`src/rtl/sqw_pkg.sv`:
```
package sqw_pkg;

  typedef enum logic {
    BYTE_LO = 1'b0,
    BYTE_HI = 1'b1
  } byte_sel_e;

  // Step taken by the down-counter in one clock.
  // An odd value is only seen on the first clock of a half-period.
  function automatic logic [1:0] step_size(input logic cnt_odd, input logic phase_high);
    if (!cnt_odd)       return 2'd2;
    else if (phase_high) return 2'd1;
    else                 return 2'd3;
  endfunction

endpackage

```
`src/rtl/sqw_gate_edge.sv`:
```
module sqw_gate_edge (
  input  logic clk,
  input  logic rst_n,
  input  logic gate,
  output logic gate_rise
);

  logic gate_q;

  always_ff @(posedge clk or negedge rst_n) begin
    if (!rst_n) gate_q <= 1'b0;
    else        gate_q <= gate;
  end

  assign gate_rise = gate && !gate_q;

endmodule

```
`src/rtl/sqw_count_loader.sv`:
```
module sqw_count_loader #(
  parameter int BYTE_W = 8
) (
  input  logic                clk,
  input  logic                rst_n,
  input  logic                wr_valid,
  input  logic [BYTE_W-1:0]   wr_data,
  output logic                armed,
  output logic                accept,
  output logic [2*BYTE_W:0]   n_eff
);
  import sqw_pkg::*;

  localparam int CNT_W = 2 * BYTE_W;
  localparam int REG_W = CNT_W + 1;
  localparam logic [REG_W-1:0] FULL_CNT = {1'b1, {CNT_W{1'b0}}};

  byte_sel_e          sel_q;
  logic [BYTE_W-1:0]  lo_q;
  logic [REG_W-1:0]   n_q;
  logic               armed_q;
  logic [CNT_W-1:0]   raw;
  logic [REG_W-1:0]   cand;
  logic               legal;

  always_comb begin
    raw    = {wr_data, lo_q};
    cand   = (raw == '0) ? FULL_CNT : {1'b0, raw};
    legal  = (raw != CNT_W'(1));
    accept = wr_valid && (sel_q == BYTE_HI) && legal;
    n_eff  = accept ? cand : n_q;
  end

  always_ff @(posedge clk or negedge rst_n) begin
    if (!rst_n) begin
      sel_q   <= BYTE_LO;
      lo_q    <= '0;
      n_q     <= FULL_CNT;
      armed_q <= 1'b0;
    end else if (wr_valid) begin
      if (sel_q == BYTE_LO) begin
        lo_q  <= wr_data;
        sel_q <= BYTE_HI;
      end else begin
        sel_q <= BYTE_LO;
        if (legal) begin
          n_q     <= cand;
          armed_q <= 1'b1;
        end
      end
    end
  end

  assign armed = armed_q;


  n_legal_chk: assert property (@(posedge clk) disable iff (!rst_n)
    armed_q |-> (n_q >= REG_W'(2)));

endmodule

```
`src/rtl/sqw_phase_gen.sv`:
```
module sqw_phase_gen #(
  parameter int REG_W = 17
) (
  input  logic             clk,
  input  logic             rst_n,
  input  logic             armed,
  input  logic             gate,
  input  logic             restart,
  input  logic [REG_W-1:0] n_eff,
  output logic             sq
);
  import sqw_pkg::*;

  logic [REG_W-1:0] cnt_q;
  logic             out_q;
  logic [REG_W-1:0] step_ext;

  assign step_ext = REG_W'(step_size(cnt_q[0], out_q));

  always_ff @(posedge clk or negedge rst_n) begin
    if (!rst_n) begin
      cnt_q <= '0;
      out_q <= 1'b1;
    end else if (restart) begin
      cnt_q <= n_eff;
      out_q <= 1'b1;
    end else if (!armed || !gate) begin
      out_q <= 1'b1;
    end else if (cnt_q <= step_ext) begin
      out_q <= ~out_q;
      cnt_q <= n_eff;
    end else begin
      cnt_q <= cnt_q - step_ext;
    end
  end

  assign sq = out_q;


  cnt_nonzero_chk: assert property (@(posedge clk) disable iff (!rst_n)
    armed |-> (cnt_q != '0));


  no_early_toggle_chk: assert property (@(posedge clk) disable iff (!rst_n)
    (armed && gate && !restart && cnt_q > REG_W'(3)) |=> $stable(out_q));


  gate_hold_chk: assert property (@(posedge clk) disable iff (!rst_n)
    !gate |=> out_q);

endmodule

```
`src/rtl/sqw_divider.sv`:
```
module sqw_divider #(
  parameter int BYTE_W = 8
) (
  input  logic              clk,
  input  logic              rst_n,
  input  logic              gate,
  input  logic              wr_valid,
  output logic              wr_ready,
  input  logic [BYTE_W-1:0] wr_data,
  output logic              sq_out
);

  localparam int REG_W = 2 * BYTE_W + 1;

  logic             armed;
  logic             accept;
  logic [REG_W-1:0] n_eff;
  logic             gate_rise;
  logic             restart;

  assign wr_ready = 1'b1;

  sqw_count_loader #(.BYTE_W(BYTE_W)) u_loader (
    .clk      (clk),
    .rst_n    (rst_n),
    .wr_valid (wr_valid),
    .wr_data  (wr_data),
    .armed    (armed),
    .accept   (accept),
    .n_eff    (n_eff)
  );

  sqw_gate_edge u_gate (
    .clk       (clk),
    .rst_n     (rst_n),
    .gate      (gate),
    .gate_rise (gate_rise)
  );

  // First legal count starts the waveform; later a gate rise restarts it.
  assign restart = (accept && !armed) || (gate_rise && armed);

  sqw_phase_gen #(.REG_W(REG_W)) u_phase (
    .clk     (clk),
    .rst_n   (rst_n),
    .armed   (armed),
    .gate    (gate),
    .restart (restart),
    .n_eff   (n_eff),
    .sq      (sq_out)
  );


  idle_high_chk: assert property (@(posedge clk) disable iff (!rst_n)
    !armed |-> sq_out);


  restart_high_chk: assert property (@(posedge clk) disable iff (!rst_n)
    restart |=> sq_out);

endmodule

```
`config.mk`:
```
export PLATFORM = sky130hd
export DESIGN_NAME = sqw_divider
export DESIGN_NICKNAME = d
export VERILOG_FILES = /design/src/rtl/sqw_pkg.sv /design/src/rtl/sqw_gate_edge.sv /design/src/rtl/sqw_count_loader.sv /design/src/rtl/sqw_phase_gen.sv /design/src/rtl/sqw_divider.sv
export SDC_FILE = /design/constraint.sdc
export NUM_CORES = 1
export LEC_CHECK = 0
export ABC_AREA = 1
export CAP_MARGIN = 10
export CORE_ASPECT_RATIO = 0.6
export CORE_MARGIN = 2
export CORE_UTILIZATION = 57
export DETAILED_ROUTE_END_ITERATION = 12
export HOLD_SLACK_MARGIN = 0.08
export PLACE_DENSITY_LB_ADDON = 0.2
export SETUP_SLACK_MARGIN = 0.4
export SYNTH_ARGS = -nofsm -noshare
export SYNTH_HDL_FRONTEND = slang
export SYNTH_SLANG_ARGS = --single-unit
```
`constraint.sdc`:
```
create_clock -name clk -period 2.09 [get_ports clk]
set_input_delay 0.3135 -clock clk [delete_from_list [all_inputs] [get_ports clk]]
set_output_delay 0.3135 -clock clk [all_outputs]
set_load 0.01 [all_outputs]
```
==> impl_metrics.ini <==
[placed_design]
io_buffers = 12
dp_hpwl_mm = 4.46
pre_cts_ws_ps = 77.5
place_congestion = 0.843

[power_and_ir_drop]
p_leak_nw = 1.62
ir_worst_vdd_mv = 0.551
power_density_nw_per_um2 = 973
finalPower_w = 0.00310

[floorplan]
start_util = 0.584
die_h_um = 56.7
core.rowCount = 19
fp.dieArea_um2 = 5210
fp.dieW_um = 91.8
ios = 14
coreArea_um2 = 4520

[sta]
period_share = 0.919
clock_skew_ps = 9.64
setup_viol = 0
setup_slack_ps = 170
clock.fmax_ghz = 0.521
rsz0062_at_grt = yes
hold_ws_ps = 461
post-route-min-period_ps = 1920
report.final.slew_viol_count = 0
fin_setup_tns_ps = 0
hold_violations = 0

[global_route]
grt_start_max_net_pins = 22
grt_pass1_vias = 2188
grt-ovfl-total = 0
grt_pass1_wl_mm = 10.4
grt_usage = 0.255
antenna_found_initial = 0

[setup_path]
worst-path-max-fanout = 7
reg2reg_setup_slack_ps = 170
arrival_ps = 2160
required_ps = 2330
r2r_cells = 11
r2r-end = u_phase.cnt_q[4]$_DFFE_PN0P_
startpoint_type = flop
cp-end-kind = flop
path_class = reg -> reg
r2r-start = u_phase.sq$_DFFE_PN1P_

[cts]
cts_tree = yes
h-tree-depth = 2
clockRootBuffer = clkbuf_8
cts_sinks = 46
cts.path.max_buffers = 2
cts_buffers = 5
clk_pin_slew_ps = 90
clk_latency_ps = 290

[synthesis]
yosysUniqueCellTypes = 27
yosys.area.top_type = dfrtp_1
synth_top_area_frac = 0.417
netlist_area_um2 = 2640
synthCells = 363
yosysWarningCount = 0
ys_seq_elements = 46
seq_area_frac_synth = 0.437
syn-num-nets = 377
avgSynthCellArea_um2 = 7.27
synthTopCellsByArea = dfrtp_1 (42%), nand2_1 (18%), nand3_1 (9.9%)

[routing]
vias = 2383
wire_per_inst_um = 14.1
via_per_inst = 5.27
drt_iter0_drc = 187
drc = 0
postRouteAntennaNets = 0
drt_first_pass_iters = 5
drt-total-wl_mm = 6.40

[hold_path]
min-delay-start = u_gate.gate_q$_DFF_PN0_
hold_end = u_phase.sq$_DFFE_PN1P_
whs_path_depth = 1
holdCritPathClass = reg -> reg

[run]
drv_cap = 0

[final_layout]
layout.nets = 402
syn_to_final_growth_pct = 20.8
n_antenna_cell = 0
drive_above_1_share = 0.157

[run_status]
status = finished, final reports clean
-- flip-flops by register name, indices dropped and copies added (netlist names) --
register        flops
u_loader.n_q       17
u_phase.cnt_q      17
u_loader.lo_q       8
u_gate.gate_q       1
u_loader.armed      1
u_loader.sel_q      1
u_phase.sq          1
-- kinds of logic (layout without fill, tap and decap cells) --
logic type               Yosys count  in the layout  synth area share
AO/OA/AOI/OAI                      7              7            0.0133
XOR/XNOR                           9              9            0.0299
adder cells (fa/ha/maj)            2              2           0.00949
buffers and inverters             56             80            0.0911
flip-flops                        46             46             0.437
multiplexers                       7              7            0.0299
other                              1              1           0.00142
AND/OR/NAND/NOR                  235            237             0.388
-- layout by cell type, fill, tap and decap left out, drive strengths merged --
cell,instances
a21oi,1
buf,14
bufinv,1
clkbuf,7
clkdlybuf4s50,10
clkinv,2
clkinvlp,1
conb,1
dfrtp,44
dfstp,2
dlygate4sd2,1
dlygate4sd3,1
ha,2
inv,43
mux2,7
nand2,134
nand3,52
nand3b,4
nand4,3
nor2,42
o21ai,6
or2,2
xnor2,8
xor2,1
-- worst max-delay path, stage by stage (launching register included) --
cell	delay (ps)
dfstp_2	560
nand2_4	60
ha_4	290
nand2_2	70
nor2_1	110
nand3_1	120
nand2_4	140
clkinv_8	110
clkbuf_16	170
nand3_1	80
nand3_1	70
nand2_1	80
-- how the worst max path moves through the flow --
stage / from / end / slack [ps]
2_1_floorplan: u_phase.sq$_DFFE_PN1P_ / u_phase.cnt_q[8]$_DFFE_PN0P_ / 280
3_3_place_gp: wr_data[4] / u_phase.cnt_q[4]$_DFFE_PN0P_ / 90
3_5_place_dp: wr_data[7] / u_phase.cnt_q[4]$_DFFE_PN0P_ / 80
4_1_cts: u_phase.sq$_DFFE_PN1P_ / u_phase.cnt_q[14]$_DFFE_PN0P_ / 220
5_1_grt: u_phase.sq$_DFFE_PN1P_ / u_phase.cnt_q[4]$_DFFE_PN0P_ / 60
6_report: u_phase.sq$_DFFE_PN1P_ / u_phase.cnt_q[4]$_DFFE_PN0P_ / 170
-- synthesized netlist by cell type (all sizes together) --
master  number
clkbuf       2
nor2        42
buf          9
nand3       52
inv         44
o21ai        6
dfrtp       44
a21oi        1
mux2         7
nand2      132
conb         1
dfstp        2
or2          2
xor2         1
clkinv       1
ha           2
nand4        3
xnor2        8
nand3b       4
-- metal layers --
layer	vias up	global-route usage	part of all wire
met5	-	0	0
met4	0	0.0512	0.0055
met3	2	0.0564	0.079
met2	84	0.368	0.43
met1	1131	0.393	0.49
li1	1166	-	-
-- power breakdown --
group | leakage, nW | total (W) | switching, W | internal (W)
Clock | 0.0514 | 0.000658 | 0.000301 | 0.000357
Sequential | 0.545 | 0.00133 | 0.000213 | 0.00112
Combinational | 1.02 | 0.00111 | 0.000660 | 0.000448
Total | 1.62 | 0.00310 | 0.00117 | 0.00193
-- layout make-up --
cell class	instances	area (µm²)
clock buffer	6	72.6
clock inverter	2	37.5
fill	363	1330
inverter	45	186
multi-input combinational	263	1370
sequential	46	1150
tap	63	78.8
timing repair buffer	27	287
-- per-stage QoR --
step / utilization / cell area, µm² / instances
2_1_floorplan: - / 2670 / 363
3_3_place_gp: 0.639 / 2890 / 436
3_5_place_dp: 0.639 / 2890 / 436
5_1_grt: 0.705 / 3190 / 452
4_1_cts: 0.672 / 3030 / 448
6_report: 0.705 / 3190 / 452
-- repair_timing --
action / in CTS / in global routing
setup endpoints to repair: 18 / 19
pin swaps: 2 / 14
hold buffers: 1 / 0
gates resized for setup: 4 / 20
gates cloned: 0 / 3
buffers inserted: 3 / 1
hold endpoints to repair: 18 / 0
Note: power is estimated with default switching activity, not from simulation.
